$ cat src/rtl/ext_irq_pkg.sv
package ext_irq_pkg;
  typedef enum logic [1:0] {
    TRIG_RISE = 2'b00,
    TRIG_FALL = 2'b01,
    TRIG_HIGH = 2'b10,
    TRIG_LOW  = 2'b11
  } trig_e;

  typedef enum logic [1:0] {
    FSEL_FULL = 2'b00,
    FSEL_MID  = 2'b01,
    FSEL_SLOW = 2'b10
  } fsel_e;
endpackage

$ cat src/rtl/ext_irq_sync.sv
module ext_irq_sync #(
  parameter int W = 4
) (
  input  logic         clk_i,
  input  logic         rst_ni,
  input  logic [W-1:0] d_i,
  output logic [W-1:0] q_o
);
  logic [W-1:0] meta_q, sync_q;

  always_ff @(posedge clk_i or negedge rst_ni) begin
    if (!rst_ni) begin
      meta_q <= '0;
      sync_q <= '0;
    end else begin
      meta_q <= d_i;
      sync_q <= meta_q;
    end
  end

  assign q_o = sync_q;
endmodule

$ cat src/rtl/ext_irq_filter.sv
module ext_irq_filter
  import ext_irq_pkg::*;
#(
  parameter int MID_LOG  = 4,
  parameter int SLOW_LOG = 6
) (
  input  logic       clk_i,
  input  logic       rst_ni,
  input  logic [1:0] fsel_i,
  input  logic       din_i,
  output logic       dout_o
);
  localparam int CNT_W = SLOW_LOG;
  localparam logic [CNT_W-1:0] MASK_MID  = CNT_W'((1 << MID_LOG) - 1);
  localparam logic [CNT_W-1:0] MASK_SLOW = CNT_W'((1 << SLOW_LOG) - 1);

  logic [CNT_W-1:0] cnt_q, mask;
  logic             strobe, smp_q, filt_q;

  always_comb begin
    case (fsel_e'(fsel_i))
      FSEL_FULL: mask = '0;
      FSEL_MID:  mask = MASK_MID;
      default:   mask = MASK_SLOW;
    endcase
  end

  assign strobe = (cnt_q & mask) == '0;

  always_ff @(posedge clk_i or negedge rst_ni) begin
    if (!rst_ni) begin
      cnt_q  <= '0;
      smp_q  <= 1'b0;
      filt_q <= 1'b0;
    end else begin
      cnt_q <= cnt_q + 1'b1;
      if (strobe) begin
        smp_q <= din_i;
        // two agreeing samples against the held level
        if (din_i == smp_q && din_i != filt_q) filt_q <= din_i;
      end
    end
  end

  assign dout_o = filt_q;
endmodule

$ cat src/rtl/ext_irq_detect.sv
module ext_irq_detect
  import ext_irq_pkg::*;
#(
  parameter bit LEVEL_OK = 1'b1
) (
  input  logic       clk_i,
  input  logic       rst_ni,
  input  logic       lvl_i,
  input  logic [1:0] mode_i,
  output logic       evt_o
);
  logic lvl_d_q, evt_q, rise, fall, hit;

  assign rise = lvl_i & ~lvl_d_q;
  assign fall = ~lvl_i & lvl_d_q;

  generate
    if (LEVEL_OK) begin : g_lvl
      always_comb begin
        case (trig_e'(mode_i))
          TRIG_RISE: hit = rise;
          TRIG_FALL: hit = fall;
          TRIG_HIGH: hit = lvl_i;
          default:   hit = ~lvl_i;
        endcase
      end
    end else begin : g_edge
      always_comb begin
        if (mode_i[1])      hit = rise | fall;
        else if (mode_i[0]) hit = fall;
        else                hit = rise;
      end
    end
  endgenerate

  always_ff @(posedge clk_i or negedge rst_ni) begin
    if (!rst_ni) begin
      lvl_d_q <= 1'b0;
      evt_q   <= 1'b0;
    end else begin
      lvl_d_q <= lvl_i;
      evt_q   <= hit;
    end
  end

  assign evt_o = evt_q;
endmodule

$ cat src/rtl/ext_irq_prio.sv
module ext_irq_prio #(
  parameter int N    = 4,
  parameter int VW   = 8,
  parameter int BASE = 3,
  parameter int STEP = 8
) (
  input  logic [N-1:0]  act_i,
  output logic          irq_o,
  output logic [VW-1:0] vec_o
);
  always_comb begin
    irq_o = |act_i;
    vec_o = '0;
    for (int i = N - 1; i >= 0; i--) begin
      if (act_i[i]) vec_o = VW'(BASE + STEP * i);
    end
  end
endmodule

$ cat src/rtl/ext_irq_ctrl.sv
module ext_irq_ctrl #(
  parameter int NUM_SRC       = 4,
  parameter int LEVEL_SRCS    = 2,
  parameter int VEC_W         = 8,
  parameter int VEC_BASE      = 3,
  parameter int VEC_STEP      = 8,
  parameter int FILT_MID_LOG  = 4,
  parameter int FILT_SLOW_LOG = 6
) (
  input  logic                          clk_i,
  input  logic                          rst_ni,
  input  logic [NUM_SRC-1:0]            pin_i,
  input  logic [2*NUM_SRC-1:0]          mode_i,
  input  logic [NUM_SRC-1:0]            en_i,
  input  logic [1:0]                    fsel_i,
  input  logic [NUM_SRC-1:0]            clr_i,
  output logic                          irq_o,
  output logic [VEC_W-1:0]              vec_o,
  output logic [NUM_SRC-LEVEL_SRCS-1:0] tmr_evt_o
);
  localparam int FILT_IDX = NUM_SRC - 1;

  logic [NUM_SRC-1:0] sync_q, lvl, evt_q, pend_q;
  logic               filt_lvl;

  ext_irq_sync #(.W(NUM_SRC)) u_sync (
    .clk_i (clk_i),
    .rst_ni(rst_ni),
    .d_i   (pin_i),
    .q_o   (sync_q)
  );

  ext_irq_filter #(
    .MID_LOG (FILT_MID_LOG),
    .SLOW_LOG(FILT_SLOW_LOG)
  ) u_filt (
    .clk_i (clk_i),
    .rst_ni(rst_ni),
    .fsel_i(fsel_i),
    .din_i (sync_q[FILT_IDX]),
    .dout_o(filt_lvl)
  );

  generate
    for (genvar g = 0; g < NUM_SRC; g++) begin : g_src
      if (g == FILT_IDX) begin : g_f
        assign lvl[g] = filt_lvl;
      end else begin : g_s
        assign lvl[g] = sync_q[g];
      end

      ext_irq_detect #(.LEVEL_OK(g < LEVEL_SRCS)) u_det (
        .clk_i (clk_i),
        .rst_ni(rst_ni),
        .lvl_i (lvl[g]),
        .mode_i(mode_i[2*g+:2]),
        .evt_o (evt_q[g])
      );
    end
  endgenerate

  // new hit outranks a same-cycle clear
  always_ff @(posedge clk_i or negedge rst_ni) begin
    if (!rst_ni) pend_q <= '0;
    else         pend_q <= (evt_q & en_i) | (pend_q & ~clr_i);
  end

  ext_irq_prio #(
    .N   (NUM_SRC),
    .VW  (VEC_W),
    .BASE(VEC_BASE),
    .STEP(VEC_STEP)
  ) u_prio (
    .act_i(pend_q & en_i),
    .irq_o(irq_o),
    .vec_o(vec_o)
  );

  assign tmr_evt_o = evt_q[NUM_SRC-1:LEVEL_SRCS];
endmodule

$ cat config.mk
export PLATFORM = sky130hd
export DESIGN_NAME = ext_irq_ctrl
export DESIGN_NICKNAME = d
export VERILOG_FILES = /design/src/rtl/ext_irq_pkg.sv /design/src/rtl/ext_irq_sync.sv /design/src/rtl/ext_irq_filter.sv /design/src/rtl/ext_irq_detect.sv /design/src/rtl/ext_irq_prio.sv /design/src/rtl/ext_irq_ctrl.sv
export SDC_FILE = /design/constraint.sdc
export NUM_CORES = 1
export LEC_CHECK = 0
export ABC_AREA = 1
export ABC_CLOCK_PERIOD_IN_PS = 1300
export BUFFER_PORTS_ARGS = -buffer_cell sky130_fd_sc_hd__buf_2
export CAP_MARGIN = 0
export CORE_MARGIN = 1.5
export CORE_UTILIZATION = 40
export CTS_BUF_LIST = sky130_fd_sc_hd__clkbuf_16
export DETAILED_ROUTE_END_ITERATION = 7
export PLACE_DENSITY = 0.69
export SYNTH_ARGS = -nofsm -noshare
export SYNTH_HDL_FRONTEND = slang
export SYNTH_SLANG_ARGS = --single-unit
$ cat constraint.sdc
create_clock -name clk_i -period 1.3 [get_ports clk_i]
set_input_delay 0.065 -clock clk_i [delete_from_list [all_inputs] [get_ports clk_i]]
set_output_delay 0.065 -clock clk_i [all_outputs]
set_load 0.1 [all_outputs]
==> impl_metrics.csv, run 1 <==
group,metric,value,unit
timing,period_needed,1.26,ns
synth,synth_top_cells_by_area,"dfrtp_1 59%, nand2_1 6.6%, inv_1 6.3%",
finish,diodes,0,
finish,fin_cells,185,
placement,place_congestion,0.774,
detailed_routing,first_pass_iters,4,
finish,final_area,1610,µm²
detailed_routing,wl,1.98,mm
clock_tree,clockRootBuffer,"clkbuf_16",
power,ir_drop,1.23,mV
grt,overflow,0,
timing,rsz0062_at_grt,"yes",
detailed_routing,routed_via_density,4.54,
detailed_routing,ant_nets,0,
clock_tree,clock_latency,0.26,ns
grt,track_usage,0.142,
timing,post-route-period-util,0.972,
min_path,holdCritPathClass,"input port to register",
synth,ys_warn_count,0,
worst_setup_path,required,1.24,ns
placement,pre_cts_ws,0.253,ns
synth,synth_top_area_cell,"dfrtp_1",
floorplan,die_w,57.6,µm
power,power_density,1490,nW/µm²
synth,postSynth.asyncResetShare,1.00,
clock_tree,cts.path.max_buffers,2,
power,p_leak,0.841,nW
clock_tree,htreeDepth,1,
grt,grt_pass1_wl,3.54,mm
worst_setup_path,rr_endpoint,"u_filt.dout_o",
run,maxCapViolations,0,
finish,drive_gt1_frac,0.305,
synth,synth.distinct_cells,21,
detailed_routing,drt_iter0_drc,19,
floorplan,chipHeight,57.6,µm
synth,synth_common_cells,"28 x dfrtp_1, 21 x nand2_1, 20 x inv_1",
clock_tree,cts.sinks,28,
floorplan,initial_utilization,0.428,
detailed_routing,vias,839,
worst_setup_path,crit_path_max_incr_delay,0.37,ns
synth,syn-cell-area,1190,µm²
synth,synth_top_area_share,0.588,
floorplan,ioPinCount,35,
placement,place_area,1440,µm²
detailed_routing,wire_per_inst,10.7,µm
worst_setup_path,worstPathMaxFanout,3,
clock_tree,cts_tree,"built",
finish,synthToLayoutAreaGrowth,35.2,%
timing,hold_ws,0.00170,ns
worst_setup_path,arrival,1.20,ns
synth,ys_ff_latch,28,
worst_setup_path,worstSetupPathType,"register to primary output",
floorplan,core_area,2780,µm²
min_path,hold_end,"pend_q[2]",
timing,setup_ws,0.0362,ns
placement,dp.cells,173,
finish,fin_util,0.579,
timing,finalSetupViolations,0,
synth,synth.avg_cell_area,10.3,µm²
synth,ys_seq_area_frac,0.588,
timing,finalClockSkew,0.00401,ns
worst_setup_path,rr_worst_depth,6,
min_path,whs_path_depth,2,
timing,slew_violations,0,
grt,grt_pass1_vias,845,
synth,synth_edf_count,0,
synth,syn-instance-count,116,
floorplan,dieArea,3310,µm²
placement,dp_hpwl,1.50,mm
timing,relSlewSlack,0.610,
timing,worstMarginPinSlew,0.585,ns
placement,io_buffers,30,
clock_tree,cts_made_buffers,3,
finish,fin_nets,184,
detailed_routing,route.detailed.drc,0,
clock_tree,cts_setup_buffers,0,
worst_setup_path,crit_chain,"inv_2 -> o211ai_1 -> a21boi_2 -> buf_12",
timing,hold_violations,0,
min_path,worstHoldStart,"clr_i[2]",
worst_setup_path,path_depth,4,
floorplan,num_rows,19,
clock_tree,clk_pin_slew_worst_paths,0.06,ns
grt,grt_max_degree,29,
synth,synth_most_common_cell,"dfrtp_1",
worst_setup_path,crit_path_end_kind,"primary output",
worst_setup_path,cp_num_buf_inv,2,
worst_setup_path,cp_top_family,"flip-flops",
worst_setup_path,crit_path_start_kind,"register",
grt,grt_antenna_before_repair,0,
worst_setup_path,crit-reg2reg-launch,"u_filt.cnt_q[0]",
worst_setup_path,regToRegSetupSlack,0.27,ns
run_status,status,"finished clean",
synth,synthFlopType,"dfrtp_1",
worst_setup_path,slowest_stage,"dfrtp_1",
timing,maxClockFrequency,0.791,GHz
-- registers in the layout, indices dropped and copies added, names as in the netlist --
signal               count
u_sync.meta_q            4
u_sync.q_o               4
g_src.u_det.lvl_d_q      4
pend_q                   4
g_src.u_det.evt_o        4
u_filt.smp_q             1
u_filt.dout_o            1
u_filt.cnt_q             6
-- metal layers --
| metal | part of all wire | GRT usage |
|---|---|---|
| met5 | 0 | 0 |
| met4 | 0.014 | 0.0598 |
| met3 | 0.059 | 0.0340 |
| met2 | 0.48 | 0.244 |
| met1 | 0.45 | 0.170 |
-- cell families after synthesis --
logic type	share of synthesized area
other cells	0.00315
flops	0.588
buf+inv	0.110
compound gates	0.104
fa+ha+maj	0.0525
xor+xnor	0.0294
simple gates	0.112
-- layout by cell type (no fill, tap or decap), types with 3 or more instances in the layout --
cell	count
a21oi_1	3
o21ai_0	4
dlygate4sd3_1	8
clkbuf_16	3
nor2_1	3
buf_2	25
o211ai_1	3
inv_1	19
buf_12	5
nand2_1	19
ha_1	5
xnor2_1	3
conb_1	4
dfrtp_1	28
nand2_2	4
-- worst max-delay path by stage --
stage | endpoint | startpoint | slack (ns)
after floorplan | vec_o[3] | pend_q[2] | -0.17
after global placement | vec_o[4] | pend_q[1] | 0.29
after detailed placement | vec_o[4] | pend_q[1] | 0.25
after CTS | irq_o | pend_q[3] | 0.005
after global routing | vec_o[0] | pend_q[3] | -0.03
final | vec_o[3] | pend_q[2] | 0.04
-- power by group --
| group | total [mW] | internal (mW) | switching [mW] |
|---|---|---|---|
| combinational | 0.726 | 0.225 | 0.501 |
| clock | 0.694 | 0.412 | 0.282 |
| sequential | 0.981 | 0.942 | 0.0395 |
| total | 2.40 | 1.58 | 0.822 |
-- metrics by stage --
step	power, mW	setup TNS (ns)
after CTS	2.42	0
after global placement	1.69	0
final	2.40	0
after detailed placement	1.70	0
after floorplan	1.51	-0.273
after global routing	2.52	-0.0897
-- final cells by class --
type | instances | area, µm²
Timing Repair Buffer | 38 | 305
Inverter | 21 | 78.8
Fill cell | 242 | 1170
Sequential cell | 28 | 701
Multi-Input combinational cell | 63 | 408
Tap cell | 31 | 38.8
Clock buffer | 3 | 75.1
Clock inverter | 1 | 3.75
-- what timing repair did --
action / 4_1_cts / 5_1_grt
gates resized for setup: 2 / 3
hold buffers: 8 / 0
setup endpoints to repair: 2 / 4
endpoints found under the hold margin: 35 / 0
pin swaps: 0 / 4
Power figures use the tool's default switching activity.
==> run 2: changes to the inputs <==
--- a/config.mk
+++ b/config.mk
@@ -13,7 +13,7 @@
 export CORE_UTILIZATION = 40
 export CTS_BUF_LIST = sky130_fd_sc_hd__clkbuf_16
 export DETAILED_ROUTE_END_ITERATION = 7
-export PLACE_DENSITY = 0.69
+export PLACE_DENSITY_LB_ADDON = 0.2
 export SYNTH_ARGS = -nofsm -noshare
 export SYNTH_HDL_FRONTEND = slang
 export SYNTH_SLANG_ARGS = --single-unit
==> run 2 against run 1 <==
Combinational power increased by 2%. Via count is 0.72% higher. First-iteration DRC count up 53%. Sequential power about the same. Clock power shrank 2%. Critical endpoint is now vec_o[0]. Largest cell class unchanged.
==> impl_metrics.csv, run 2 (synthesized netlist as in run 1, its figures left out) <==
group,metric,value,unit
timing,period_needed,1.26,ns
worst_setup_path,crit_path_start_kind,"register",
worst_setup_path,arrival,1.20,ns
placement,place_area,1440,µm²
min_path,worstHoldStart,"clr_i[1]",
floorplan,chipHeight,57.6,µm
worst_setup_path,rr_endpoint,"u_filt.dout_o",
placement,place_congestion,0.764,
timing,rsz0062_at_grt,"yes",
worst_setup_path,cp_num_buf_inv,2,
worst_setup_path,required,1.24,ns
timing,hold_ws,0.00170,ns
worst_setup_path,worstSetupPathType,"register to primary output",
clock_tree,htreeDepth,1,
timing,slew_violations,0,
clock_tree,cts_made_buffers,3,
worst_setup_path,slowest_stage,"dfrtp_1",
clock_tree,cts.sinks,28,
grt,grt_antenna_before_repair,0,
floorplan,initial_utilization,0.428,
placement,dp_hpwl,1.42,mm
min_path,holdCritPathClass,"input port to register",
clock_tree,cts_tree,"built",
detailed_routing,route.detailed.drc,0,
power,ir_drop,0.956,mV
detailed_routing,wl,1.90,mm
floorplan,dieArea,3310,µm²
min_path,hold_end,"pend_q[1]",
timing,worstMarginPinSlew,0.586,ns
grt,grt_pass1_vias,852,
finish,synthToLayoutAreaGrowth,36.4,%
finish,largest_reg_flops,6,
grt,overflow,0,
detailed_routing,ant_nets,0,
run,maxCapViolations,0,
floorplan,num_rows,19,
detailed_routing,drt_iter0_drc,29,
clock_tree,clk_pin_slew_worst_paths,0.06,ns
finish,final_cell_mix,"28 x dfrtp_1, 25 x buf_2, 20 x inv_1",
worst_setup_path,cp_top_family,"flip-flops",
clock_tree,clock_latency,0.26,ns
worst_setup_path,crit_chain,"nand2_1 -> o21ai_2 -> inv_2 -> nand3_4 -> buf_12",
run_status,status,"finished clean",
floorplan,ioPinCount,35,
floorplan,core_area,2780,µm²
grt,grt_pass1_wl,3.53,mm
finish,fin_nets,186,
finish,final_common_cell,"dfrtp_1",
finish,drive_gt1_frac,0.308,
finish,diodes,0,
worst_setup_path,crit_path_max_incr_delay,0.41,ns
worst_setup_path,crit_path_end_kind,"primary output",
detailed_routing,vias,845,
detailed_routing,first_pass_iters,4,
timing,finalSetupViolations,0,
detailed_routing,wire_per_inst,10.2,µm
detailed_routing,routed_via_density,4.52,
timing,maxClockFrequency,0.792,GHz
worst_setup_path,crit-reg2reg-launch,"u_filt.cnt_q[0]",
grt,grt_max_degree,29,
clock_tree,cts.path.max_buffers,2,
placement,pre_cts_ws,0.242,ns
finish,fillers,243,
finish,final_area,1630,µm²
timing,setup_ws,0.0372,ns
clock_tree,clockRootBuffer,"clkbuf_16",
floorplan,die_w,57.6,µm
worst_setup_path,regToRegSetupSlack,0.29,ns
timing,finalClockSkew,0.00169,ns
worst_setup_path,worstPathMaxFanout,3,
power,p_leak,0.851,nW
timing,relSlewSlack,0.609,
power,power_density,1480,nW/µm²
worst_setup_path,rr_worst_depth,6,
timing,post-route-period-util,0.971,
power,power,2.40,mW
grt,track_usage,0.141,
placement,io_buffers,30,
timing,hold_violations,0,
min_path,whs_path_depth,2,
finish,largest-register,"u_filt.cnt_q",
[run 2: changes by cell type in the layout (fill, tap and decap cells not counted)]
cell / delta
inv_1: +1
inv_2: -1
buf_4: +2
[run 2: where the power goes]
group	switching, mW	internal (mW)	leakage [nW]
Combinational	0.504	0.235	0.479
Sequential	0.0385	0.942	0.333
Clock	0.272	0.412	0.0385
[run 2: cell type report]
cell class	instances	area (µm²)	share of cell area
multi-input cells	63	408	0.251
flip-flops and latches	28	701	0.431
well taps	31	38.8	0.0239
clock inverters	1	3.75	0.00231
inverters	21	78.8	0.0485
clock buffers	3	75.1	0.0462
repair buffers	40	320	0.197
[run 2: per-layer routing]
metal  vias up  track usage  part of all wire
met3         5       0.0363             0.063
met2        31        0.239              0.49
met4         0       0.0598             0.022
li1        431            -                 -
met1       378        0.169              0.43
met5         -            0                 0
[run 2: worst reg2reg max path: cells and delay by family, from the launching register on]
family	cells	cell delay, ns
compound gates	1	0.15
flops	1	0.41
simple gates	5	0.34
[run 2: how the worst max path moves through the flow]
stage / depth (start not counted) / startpoint / endpoint / slack, ns
after floorplan: 3 / pend_q[2] / vec_o[3] / -0.17
after global placement: 4 / pend_q[1] / vec_o[4] / 0.28
after detailed placement: 4 / pend_q[1] / vec_o[4] / 0.24
after CTS: 4 / pend_q[1] / vec_o[4] / 0.01
after global routing: 5 / pend_q[3] / vec_o[0] / -0.05
final: 5 / pend_q[3] / vec_o[0] / 0.04
[run 2: through the flow]
step | setup TNS (ns) | instances | utilization
finish | 0 | 187 | 0.584
global placement | 0 | 173 | 0.517
CTS | 0 | 185 | 0.578
global route | -0.148 | 187 | 0.584
detailed placement | 0 | 173 | 0.517
floorplan | -0.273 | 119 | -
[run 2: repair_timing]
item                                    4_1_cts  5_1_grt
gates cloned                                  0        0
pin swaps                                     0        3
setup buffers                                 0        2
endpoints found under the setup margin        3        4
resized for setup                             3        1
hold buffers                                  8        0
endpoints found under the hold margin        35        0
